[config.mk]
export PLATFORM = sky130hd
export DESIGN_NAME = lru_rank_tracker
export DESIGN_NICKNAME = d
export VERILOG_FILES = /design/src/rtl/lru_pkg.sv /design/src/rtl/lru_rank_store.sv /design/src/rtl/lru_victim_pick.sv /design/src/rtl/lru_rank_next.sv /design/src/rtl/lru_rank_tracker.sv
export SDC_FILE = /design/constraint.sdc
export NUM_CORES = 1
export LEC_CHECK = 0
export BUFFER_PORTS_ARGS = -buffer_cell sky130_fd_sc_hd__buf_2
export CAP_MARGIN = 10
export CORE_MARGIN = 4
export CORE_UTILIZATION = 45
export DETAILED_ROUTE_END_ITERATION = 10
export PLACE_DENSITY = 0.74
export SLEW_MARGIN = 20
export SYNTH_ARGS = -nofsm -noshare
export SYNTH_HDL_FRONTEND = slang
export SYNTH_SLANG_ARGS = --single-unit
[constraint.sdc]
create_clock -name clk -period 4.6 [get_ports clk]
set_input_delay 0.69 -clock clk [delete_from_list [all_inputs] [get_ports clk]]
set_output_delay 0.69 -clock clk [all_outputs]
set_load 0.005 [all_outputs]
[src/rtl/lru_pkg.sv]
package lru_pkg;

    typedef enum logic {
        ACC_MISS = 1'b0,
        ACC_HIT  = 1'b1
    } acc_kind_e;

    // Rank of one way after an access: target becomes MRU,
    // more-recent neighbours age by one, older ones stay.
    function automatic int unsigned age_rank(
        input int unsigned cur,
        input int unsigned pivot,
        input bit          is_target
    );
        if (is_target)
            return 0;
        else if (cur < pivot)
            return cur + 1;
        else
            return cur;
    endfunction

endpackage

[src/rtl/lru_rank_store.sv]
module lru_rank_store #(
    parameter int NUM_SETS = 16,
    parameter int ASSOC    = 4,
    parameter int RANK_W   = (ASSOC > 1) ? $clog2(ASSOC) : 1,
    parameter int SET_W    = (NUM_SETS > 1) ? $clog2(NUM_SETS) : 1
) (
    input  logic                    clk,
    input  logic                    rst,
    input  logic                    wr_en,
    input  logic [SET_W-1:0]        set_sel,
    input  logic [ASSOC*RANK_W-1:0] wr_ranks,
    output logic [ASSOC*RANK_W-1:0] rd_ranks
);

    logic [RANK_W-1:0] rank_mem [NUM_SETS][ASSOC];

    always_ff @(posedge clk) begin
        if (rst) begin
            for (int s = 0; s < NUM_SETS; s++) begin
                for (int w = 0; w < ASSOC; w++) begin
                    rank_mem[s][w] <= RANK_W'(w);
                end
            end
        end else if (wr_en) begin
            for (int w = 0; w < ASSOC; w++) begin
                rank_mem[set_sel][w] <= wr_ranks[w*RANK_W +: RANK_W];
            end
        end
    end

    for (genvar gw = 0; gw < ASSOC; gw++) begin : g_rd
        assign rd_ranks[gw*RANK_W +: RANK_W] = rank_mem[set_sel][gw];
    end

endmodule

[src/rtl/lru_victim_pick.sv]
module lru_victim_pick #(
    parameter int ASSOC  = 4,
    parameter int RANK_W = (ASSOC > 1) ? $clog2(ASSOC) : 1
) (
    input  logic [ASSOC*RANK_W-1:0] ranks,
    output logic [RANK_W-1:0]       victim
);

    localparam logic [RANK_W-1:0] OLDEST = RANK_W'(ASSOC - 1);

    logic [ASSOC-1:0] is_oldest;

    for (genvar gw = 0; gw < ASSOC; gw++) begin : g_cmp
        assign is_oldest[gw] = (ranks[gw*RANK_W +: RANK_W] == OLDEST);
    end

    always_comb begin
        victim = '0;
        for (int w = 0; w < ASSOC; w++) begin
            if (is_oldest[w]) victim = RANK_W'(w);
        end
    end

endmodule

[src/rtl/lru_rank_next.sv]
module lru_rank_next
    import lru_pkg::*;
#(
    parameter int ASSOC  = 4,
    parameter int RANK_W = (ASSOC > 1) ? $clog2(ASSOC) : 1
) (
    input  logic [ASSOC*RANK_W-1:0] cur_ranks,
    input  acc_kind_e               kind,
    input  logic [RANK_W-1:0]       hit_way,
    input  logic [RANK_W-1:0]       victim,
    output logic [ASSOC*RANK_W-1:0] nxt_ranks
);

    logic [RANK_W-1:0] target;
    logic [RANK_W-1:0] pivot;

    // A miss replaces the oldest way, whose rank is ASSOC-1, so the
    // same rule (age everything below the pivot) covers both cases.
    always_comb begin
        target = (kind == ACC_HIT) ? hit_way : victim;
        pivot  = cur_ranks[target*RANK_W +: RANK_W];
    end

    for (genvar gw = 0; gw < ASSOC; gw++) begin : g_age
        assign nxt_ranks[gw*RANK_W +: RANK_W] = RANK_W'(age_rank(
            int'(cur_ranks[gw*RANK_W +: RANK_W]),
            int'(pivot),
            (target == RANK_W'(gw))));
    end

endmodule

[src/rtl/lru_rank_tracker.sv]
module lru_rank_tracker
    import lru_pkg::*;
#(
    parameter int NUM_SETS = 16,
    parameter int ASSOC    = 4,
    localparam int RANK_W  = (ASSOC > 1) ? $clog2(ASSOC) : 1,
    localparam int SET_W   = (NUM_SETS > 1) ? $clog2(NUM_SETS) : 1
) (
    input  logic                    clk,
    input  logic                    rst,
    input  logic                    acc_valid,
    input  logic [SET_W-1:0]        acc_set,
    input  logic                    acc_hit,
    input  logic [RANK_W-1:0]       acc_way,
    output logic [RANK_W-1:0]       victim_way,
    output logic [ASSOC*RANK_W-1:0] look_ranks
);

    logic [ASSOC*RANK_W-1:0] cur_ranks;
    logic [ASSOC*RANK_W-1:0] nxt_ranks;
    acc_kind_e               kind;

    assign kind = acc_hit ? ACC_HIT : ACC_MISS;

    lru_rank_store #(
        .NUM_SETS(NUM_SETS), .ASSOC(ASSOC), .RANK_W(RANK_W), .SET_W(SET_W)
    ) i_store (
        .clk     (clk),
        .rst     (rst),
        .wr_en   (acc_valid),
        .set_sel (acc_set),
        .wr_ranks(nxt_ranks),
        .rd_ranks(cur_ranks)
    );

    lru_victim_pick #(
        .ASSOC(ASSOC), .RANK_W(RANK_W)
    ) i_pick (
        .ranks (cur_ranks),
        .victim(victim_way)
    );

    lru_rank_next #(
        .ASSOC(ASSOC), .RANK_W(RANK_W)
    ) i_next (
        .cur_ranks(cur_ranks),
        .kind     (kind),
        .hit_way  (acc_way),
        .victim   (victim_way),
        .nxt_ranks(nxt_ranks)
    );

    assign look_ranks = cur_ranks;

endmodule

==> out/results.tsv <==
metric	value	unit
cell row count	44	
PD cells	377	nW/um2
initial antenna violation count	0	
Post-synth EDFFs	128	
Max Freq	0.231	GHz
number of top-level pins	20	
Final #Nets	650	
Yosys cell types	62	
Cells after Synth	554	
Worst Path Arrival	4.47	ns
required time of the critical path	4.75	ns
largest net degree at the start of global routing	23	
max-slew violation count	0	
crit path cell chain	buf_2, buf_12, mux2i_1, a22oi_1, a21boi_0, or2_1, inv_1, ha_1, or2_2, o32a_1, nor3_1, a311o_1, and4bb_2, buf_4, maj3_1, o21ai_2, buf_12, nand2_1	
core area	14500	um2
Leakage	2.74	nW
first-pass GRT wire length	28000	um
worst skew pair latency	0.42	ns
Worst Max-Slew Pin Slew	0.800	ns
routed vias/inst	5.98	
Net Sw Frac	0.250	
Final Cell Area	8020	um2
syn_nets	567	
Initial Util	0.457	
sequential power share	0.435	
Final ANT Viol Nets	0	
register bit total from synthesis	128	
final wirelength	17700	um
cell internal pwr	2.27	mW
CP top delay family	compound AO/OA/AOI/OAI gates	
VDD IR max	0.000300	V
fraction of final layout cells sized beyond drive strength 1	0.268	
RD Place Congestion	0.916	
sequential element share of the synthesized area	0.581	
Synth top area share	0.581	
CP max stage cell	maj3_1	
final hold violations	0	
Max-Cap Viols	0	
Top FF cell, synth	edfxtp_1	
most frequent cell after synthesis	edfxtp_1	
CP Capture Type	flop	
clk slew on worst S/H paths	0.06	ns
drt initial violations	530	
worst path bufs/invs	5	
post-CTS sizing	0	
CTS HTree Levels	4	
slew margin rel.	0.462	
Clock Tree Root	clkbuf_16	
power share of the combinational group	0.138	
Util after Layout	0.554	
worst-case clock buffer depth	2	
IO buf count	19	
area growth from synthesis to layout	21.2	%
DR pass1 iterations	5	
switching power of the nets	757	uW
synthesized area per cell	11.9	um2
vias after detailed routing	4984	
worst-path maximum fanout	19	
Final Power	3.03	mW
final setup fails	0	
remaining global-route overflow	0	
chip height	129	um
DP Area	7430	um2
die area	16700	um2
Async SR Flop Fraction	0	
largest register by flop count	i_store.rank_mem	
CTS tree	built	
Final min period	4.32	ns
synthesized area	6610	um2
Setup crit start kind	input pin	
wire per inst	21.3	um
Largest register FFs	128	
Ant. Diodes	0	
total CTS buffers	17	
die width	129	um
post-synth top area cell	edfxtp_1	
Fill cells	1199	
critical path's largest stage delay	0.37	ns
vias in the first global route	5038	
most frequent cells after synthesis	128 x edfxtp_1, 87 x nor2_1, 79 x nand2_1	
RSZ-0062 raised after global routing	false	
DR DRC count	0	
Hold Buf Count CTS	0	
clock sink total	128	
yosys synthesis warning count	0	
cell repeated most along the worst path	buf_12	
synth top area cells	edfxtp_1 58%, mux4_2 5.4%, nor2_1 4.9%	
worst hold-check path type	input pin to flop	
CP Class	input pin to flop	
status	finished clean	
largest registers	i_store.rank_mem (128)	
hpwl dp	13000	um
Post-Route Skew	0.00931	ns
crit share post-route	0.939	
total track usage	0.224	
Clk pwr share	0.426	
==> cell type report <==
| class | instances | area (um2) | share of cell area |
|---|---|---|---|
| clock inverter | 14 | 141 | 0.0176 |
| clock buffer | 18 | 429 | 0.0535 |
| multi-input combinational | 386 | 2540 | 0.317 |
| inverter | 11 | 41.3 | 0.00515 |
| timing repair buffer | 93 | 788 | 0.0983 |
| sequential | 128 | 3840 | 0.479 |
| tap | 184 | 230 | 0.0287 |
==> path summary, 6_finish.rpt <==
path	startpoint	end	slack [ns]	cells past startpoint
setup / recovery	acc_set[1]	i_store.rank_mem[6][4]	0.28	18
hold / removal	acc_set[2]	i_store.rank_mem[13][2]	0.98	4
setup reg to reg	i_store.rank_mem[1][0]	i_store.rank_mem[6][4]	0.56	15
hold reg to reg	i_store.rank_mem[15][4]	i_store.rank_mem[13][4]	1.25	7
==> layout by cell type, fill, tap and decap left out, types with 4 or more instances in the layout <==
cell type  count
nand2_2       10
nand2b_1      17
o211ai_1       4
a22oi_1       11
edfxtp_1     128
o21ai_0        4
clkbuf_16     17
inv_1         10
a21oi_1        6
buf_12        11
mux4_2        16
or3_1          5
a31oi_1        8
or2_2          6
nor2_1        87
mux2i_1       32
buf_2         19
buf_4         63
nand2_1       79
nand3_1       16
nor2b_1       12
nor3_1        10
==> what timing repair did <==
| action | in CTS | in global routing |
|---|---|---|
| endpoints found under the hold margin | 0 | 0 |
| buffers inserted | 0 | 1 |
| endpoints found under the setup margin | 0 | 6 |
==> per-layer routing <==
metal / vias up / global-route usage / routed length, um
met4: 0 / 0.0859 / 620
met5: - / 0 / 0
met2: 276 / 0.365 / 8550
met1: 2435 / 0.293 / 7170
met3: 56 / 0.0536 / 1380
li1: 2217 / - / -
==> stage by stage <==
stage          TNS (ns)  std cells  setup WS (ns)  hold WS (ns)
4_1_cts               0        833          0.250         0.931
3_3_place_gp     -0.692        801        -0.0474          1.22
2_1_floorplan         0        554        0.00614         0.951
5_1_grt               0        834         0.0430         0.985
3_5_place_dp      -4.17        801         -0.192          1.23
6_report              0        834          0.279         0.981
==> power groups by stage <==
stage / Sequential (mW) / Clock (mW) / Combinational, mW
final: 1.32 / 1.29 / 0.419
after global routing: 1.32 / 1.36 / 0.446
after CTS: 1.32 / 1.30 / 0.413
after detailed placement: 1.34 / 0 / 0.411
after global placement: 1.34 / 0 / 0.406
after floorplan: 1.34 / 0 / 0.231
==> logic make-up after synthesis <==
logic type | count (synthesis) | share of synthesized area
AND/OR/NAND/NOR | 259 | 0.180
AO/OA/AOI/OAI | 69 | 0.0823
adder cells (fa/ha/maj) | 7 | 0.0123
multiplexers | 51 | 0.108
buffers and inverters | 40 | 0.0358
flip-flops | 128 | 0.581
==> worst reg2reg max path, delay by kind of cell, from the launching register on <==
| kind | cells | cell delay [ns] |
|---|---|---|
| compound gates | 4 | 0.82 |
| fa+ha+maj | 2 | 0.61 |
| simple gates | 5 | 0.94 |
| flops | 1 | 0.39 |
| buf+inv | 3 | 0.49 |
| mux | 1 | 0.54 |
(Power assumes the default switching activity.)
